### src/rtl/rxbo_pkg.sv
package rxbo_pkg;

    typedef enum logic {
        TRIG_SYNC = 1'b0,
        TRIG_USER = 1'b1
    } trig_src_e;

    typedef struct packed {
        logic searching;
        logic aligned;
        logic offset;
    } ctrl_t;

    localparam ctrl_t CTRL_RESET = '{searching: 1'b0, aligned: 1'b0, offset: 1'b0};

endpackage

### src/rtl/rxbo_edge_detect.sv
module rxbo_edge_detect (
    input  logic clk,
    input  logic rst,
    input  logic level_i,
    output logic rise_o
);
    logic prev_d, prev_q;

    always_comb begin
        prev_d = level_i;
        rise_o = level_i && !prev_q;
    end

    always_ff @(posedge clk) begin
        if (rst) prev_q <= 1'b0;
        else     prev_q <= prev_d;
    end

endmodule

### src/rtl/rxbo_lane_match.sv
module rxbo_lane_match #(
    parameter int          LANE_W  = 8,
    parameter int          LANES   = 2,
    parameter logic [7:0]  PATTERN = 8'hBC
) (
    input  logic [LANES*LANE_W-1:0] word_i,
    output logic [LANES-1:0]        hit_o
);
    for (genvar g = 0; g < LANES; g++) begin : g_lane
        assign hit_o[g] = (word_i[g*LANE_W +: LANE_W] == PATTERN[LANE_W-1:0]);
    end
endmodule

### src/rtl/rxbo_lane_shift.sv
module rxbo_lane_shift #(
    parameter int         LANE_W = 8,
    parameter logic [7:0] PAD    = 8'hF7
) (
    input  logic [2*LANE_W-1:0] din_i,
    input  logic [LANE_W-1:0]   hold_i,
    input  logic                off_now_i,
    input  logic                off_next_i,
    output logic [2*LANE_W-1:0] word_o
);
    logic [LANE_W-1:0] low_src;

    always_comb begin
        low_src = off_now_i ? hold_i : PAD[LANE_W-1:0];
        if (off_next_i) word_o = {din_i[LANE_W-1:0], low_src};
        else            word_o = din_i;
    end
endmodule

### src/rtl/rx_byte_order.sv
module rx_byte_order #(
    parameter int         LANE_W  = 8,
    parameter logic [7:0] PATTERN = 8'hBC,
    parameter logic [7:0] PAD     = 8'hF7
) (
    input  logic                clk,
    input  logic                rst,
    input  logic                trig_sel,
    input  logic                sync_stat,
    input  logic                user_en,
    input  logic [2*LANE_W-1:0] din,
    output logic [2*LANE_W-1:0] dout,
    output logic                aligned
);
    import rxbo_pkg::*;

    localparam int LANES  = 2;
    localparam int WORD_W = LANES * LANE_W;

    logic              sync_rise, user_rise, trig;
    logic [LANES-1:0]  hit;
    logic              found;
    ctrl_t             ctrl_d, ctrl_q;
    logic [LANE_W-1:0] hold_d, hold_q;
    logic [WORD_W-1:0] dout_d, dout_q;

    rxbo_edge_detect u_sync_edge (
        .clk(clk), .rst(rst), .level_i(sync_stat), .rise_o(sync_rise)
    );

    rxbo_edge_detect u_user_edge (
        .clk(clk), .rst(rst), .level_i(user_en), .rise_o(user_rise)
    );

    rxbo_lane_match #(.LANE_W(LANE_W), .LANES(LANES), .PATTERN(PATTERN)) u_match (
        .word_i(din), .hit_o(hit)
    );

    always_comb begin
        trig   = (trig_src_e'(trig_sel) == TRIG_USER) ? user_rise : sync_rise;
        found  = ctrl_q.searching && !trig && (|hit);
        ctrl_d = ctrl_q;
        if (trig) begin
            ctrl_d.searching = 1'b1;
            ctrl_d.aligned   = 1'b0;
        end else if (found) begin
            ctrl_d.searching = 1'b0;
            ctrl_d.aligned   = 1'b1;
            ctrl_d.offset    = !hit[0];
        end
        hold_d = din[WORD_W-1:LANE_W];
    end

    rxbo_lane_shift #(.LANE_W(LANE_W), .PAD(PAD)) u_shift (
        .din_i(din), .hold_i(hold_q), .off_now_i(ctrl_q.offset),
        .off_next_i(ctrl_d.offset), .word_o(dout_d)
    );

    always_ff @(posedge clk) begin
        if (rst) begin
            ctrl_q <= CTRL_RESET;
            hold_q <= '0;
            dout_q <= '0;
        end else begin
            ctrl_q <= ctrl_d;
            hold_q <= hold_d;
            dout_q <= dout_d;
        end
    end

    assign dout    = dout_q;
    assign aligned = ctrl_q.aligned;

    AST_RESET_STATE: assert property (@(posedge clk) rst |=> (!aligned && dout == '0));
    AST_PASSTHRU: assert property (@(posedge clk) disable iff (rst)
        !ctrl_d.offset |=> dout == $past(din));
    AST_TRIG_CLEARS: assert property (@(posedge clk) disable iff (rst)
        trig |=> !aligned);
    AST_ALIGN_EXCLUSIVE: assert property (@(posedge clk) disable iff (rst)
        !(ctrl_q.aligned && ctrl_q.searching));
    AST_PAD_ON_SHIFT: assert property (@(posedge clk) disable iff (rst)
        (!ctrl_q.offset && ctrl_d.offset) |=> dout[LANE_W-1:0] == PAD[LANE_W-1:0]);
    AST_ALIGN_STICKY: assert property (@(posedge clk) disable iff (rst)
        (aligned && !trig) |=> aligned);
    AST_LOW_LANE_WINS: assert property (@(posedge clk) disable iff (rst)
        (ctrl_q.searching && !trig && hit[0]) |=> !ctrl_q.offset);

endmodule

### config.mk
export PLATFORM = sky130hd
export DESIGN_NAME = rx_byte_order
export DESIGN_NICKNAME = d
export VERILOG_FILES = /design/src/rtl/rxbo_pkg.sv /design/src/rtl/rxbo_edge_detect.sv /design/src/rtl/rxbo_lane_match.sv /design/src/rtl/rxbo_lane_shift.sv /design/src/rtl/rx_byte_order.sv
export SDC_FILE = /design/constraint.sdc
export NUM_CORES = 1
export LEC_CHECK = 0
export CAP_MARGIN = 15
export CORE_ASPECT_RATIO = 2
export CORE_MARGIN = 2
export CORE_UTILIZATION = 30
export CTS_CLUSTER_SIZE = 20
export DETAILED_ROUTE_END_ITERATION = 10
export GPL_TIMING_DRIVEN = 0
export PLACE_DENSITY_LB_ADDON = 0.1
export SLEW_MARGIN = 20
export SYNTH_ARGS = -nofsm -noshare
export SYNTH_HDL_FRONTEND = slang
export SYNTH_HIERARCHICAL = 1
export SYNTH_SLANG_ARGS = --single-unit
### constraint.sdc
create_clock -name clk -period 4.9 [get_ports clk]
set_clock_uncertainty 0.2 [all_clocks]
set_input_delay 0.735 -clock clk [delete_from_list [all_inputs] [get_ports clk]]
set_output_delay 0.735 -clock clk [all_outputs]
set_load 0.005 [all_outputs]
==> impl_metrics.py <==
metrics = {
    "run_status": {
        "outcome": "complete, no violations",
    },
    "floorplan": {
        "std_cell_rows": 31,
        "core-area_um2": 3607,
        "start_util": 0.3118,
        "die_area_um2": 4285,
        "die_x_um": 47.30,
        "fp.dieH_um": 90.60,
        "io_pins": 38,
    },
    "timing": {
        "timing.setup.tns_ns": 0,
        "finalCritPeriodShare": 0.5681,
        "max_slew_margin": 0.6247,
        "grt_setup_unrepaired": "false",
        "period_needed_ns": 2.784,
        "worstMarginPinSlew_ns": 0.5612,
        "max_freq_mhz": 359.2,
        "fin_ws_ns": 2.116,
        "final_max_slew_viol_count": 0,
        "finalSetupViolCount": 0,
        "hold_viol": 0,
    },
    "clock_network": {
        "cts_htree_levels": 2,
        "cts_tree": "yes",
        "cts-hold-fix-buffers": 0,
        "clkLatencyLatePin_ns": 0.28,
        "post_cts_buffers": 0,
        "cts_made_buffers": 5,
        "clk_pin_slew_ns": 0.06,
        "cts_resized": 0,
        "clockBufferDepth": 2,
        "cts.sinks": 29,
        "cts_root_buf": "clkbuf_8",
    },
    "final_layout": {
        "drive_gt1_frac": 0.1888,
        "multi_input_area_um2": 498.0,
        "final_common_cell": "clkdlybuf4s50_1",
        "nNetsFinal": 163,
        "layoutNonFillerInstCount": 192,
        "area_delta_synth_final_pct": 45.72,
        "final_cell_mix": "37 x clkdlybuf4s50_1, 29 x dfxtp_1, 24 x nor2b_1",
        "fin_util": 0.4544,
        "final-seq-area_um2": 580.6,
        "fillCellCount": 348,
        "n_antenna_cell": 0,
    },
    "placement": {
        "gp_congestion": 0.7868,
        "dp.cells": 184,
        "portBuffers": 37,
        "post-dp-hpwl_um": 1914,
        "preCtsSetupSlack_ns": 1.801,
    },
    "critical_path": {
        "cp-start-kind": "primary input",
        "path_class": "in2reg",
        "cp.required_ns": 4.84,
        "crit_fanout": 10,
        "end_kind": "flip-flop",
        "critPathArrivalTime_ns": 2.73,
    },
    "min_path": {
        "worstHoldPathType": "reg2reg",
    },
    "routing": {
        "viasPerCell": 4.396,
        "vias": 844,
        "wl_um": 2459,
        "ant_nets": 0,
        "drt_iter0_markers": 6,
        "drc_errors": 0,
        "dr.pass1.iters": 2,
        "wl_per_cell_um": 12.81,
    },
    "global_route": {
        "grt_max_degree": 12,
        "grt_pass1_vias": 895,
        "antenna_found_initial": 0,
        "grt-ovfl-total": 0,
        "grt.total_usage": 0.1353,
        "grt_pass1_wl_um": 4022,
    },
    "logic_synthesis": {
        "synthCells": 98,
        "syn_area_per_cell_um2": 11.48,
        "synth-seq-cells": 29,
        "synth_nets": 119,
        "synth_edf_count": 0,
        "synth-main-ff-cell": "dfxtp_1",
        "yosysWarnings": 6,
        "ys_types": 23,
        "synth_area_um2": 1125,
        "yosysSeqAreaShare": 0.5161,
        "async_flop_share": 0,
    },
    "power_and_ir_drop": {
        "total_power_w": 0.0004992,
        "powerDensity_nw_per_um2": 304.6,
        "power_leakage_nw": 0.6053,
        "ir_drop_v": 0.0001600,
    },
    "flow_run": {
        "maxCapViolCount": 0,
    },
}
==> area by class of cell <==
type,count,share of cell area
clock inverters,2,0.006107
plain buffers,4,0.02366
clock buffers,6,0.04427
inverters,2,0.004580
multi-input cells,63,0.3038
well taps,49,0.03740
repair buffers,37,0.2260
flip-flops and latches,29,0.3542
==> kinds of logic (layout without fill, tap and decap cells) <==
| logic type | count (synthesis) | after routing | synth area share |
|---|---|---|---|
| AOI/OAI and AO/OA | 13 | 13 | 0.08676 |
| buffers and inverters | 6 | 51 | 0.04116 |
| DFF | 29 | 29 | 0.5161 |
| muxes | 9 | 9 | 0.09233 |
| and+or+nand+nor | 41 | 41 | 0.2636 |
==> power breakdown <==
| group | switching (W) | internal (W) | total (W) | leakage (nW) |
|---|---|---|---|---|
| registers | 0.00000405 | 0.000248 | 0.000252 | 0.241 |
| clock network | 0.0000880 | 0.0000981 | 0.000186 | 0.0450 |
| logic | 0.0000208 | 0.0000403 | 0.0000611 | 0.319 |
==> registers in the layout (all words and copies together), names as in the netlist <==
name                flops
hold_q                  8
aligned                 1
u_user_edge/prev_q      1
ctrl_q                  2
u_sync_edge/prev_q      1
dout                   16
==> worst paths after layout <==
path	startpoint	to	slack, ns	cells past startpoint
setup / recovery	din[15]	dout[15]	2.12	8
hold / removal	ctrl_q[2]	ctrl_q[2]	0.30	2
setup reg to reg	u_sync_edge/prev_q	dout[15]	2.93	7
hold reg to reg	ctrl_q[2]	ctrl_q[2]	0.30	2
==> worst max-delay path, cell delays in order <==
cell	delay, ns
clkdlybuf4s50_1	0.52
nand4b_1	0.12
nor4_2	0.33
a31oi_1	0.17
a31oi_1	0.19
buf_6	0.19
mux2_2	0.35
nor2b_1	0.13
==> Yosys cell counts, types with 2 or more instances <==
| cell | number | area [um^2] |
|---|---|---|
| nor2b_1 | 24 | 150.1 |
| nand2_1 | 3 | 11.26 |
| clkbuf_1 | 2 | 7.510 |
| nor4_2 | 2 | 25.02 |
| a31oi_1 | 3 | 18.77 |
| nor2_1 | 2 | 7.510 |
| dfxtp_1 | 29 | 580.6 |
| inv_1 | 2 | 7.510 |
| o22a_1 | 6 | 52.55 |
| mux2_2 | 8 | 90.09 |
| nor2b_4 | 4 | 55.05 |
| nand4b_1 | 2 | 17.52 |
==> per-layer routing <==
metal	up-vias	global-route usage	wire length (um)
li1	421	-	-
met1	393	0.1303	902
met2	25	0.2196	1347
met3	5	0.05400	144
met4	0	0.08565	64
met5	-	0	0
==> through the flow <==
stage	hold slack, ns	instance area, um^2
3_5_place_dp	0.2981	1556
5_1_grt	0.3335	1639
2_1_floorplan	0.2755	1125
3_3_place_gp	0.2857	1556
6_report	0.3026	1639
4_1_cts	0.3060	1639
No activity file was read; power rests on OpenSTA's default activity.
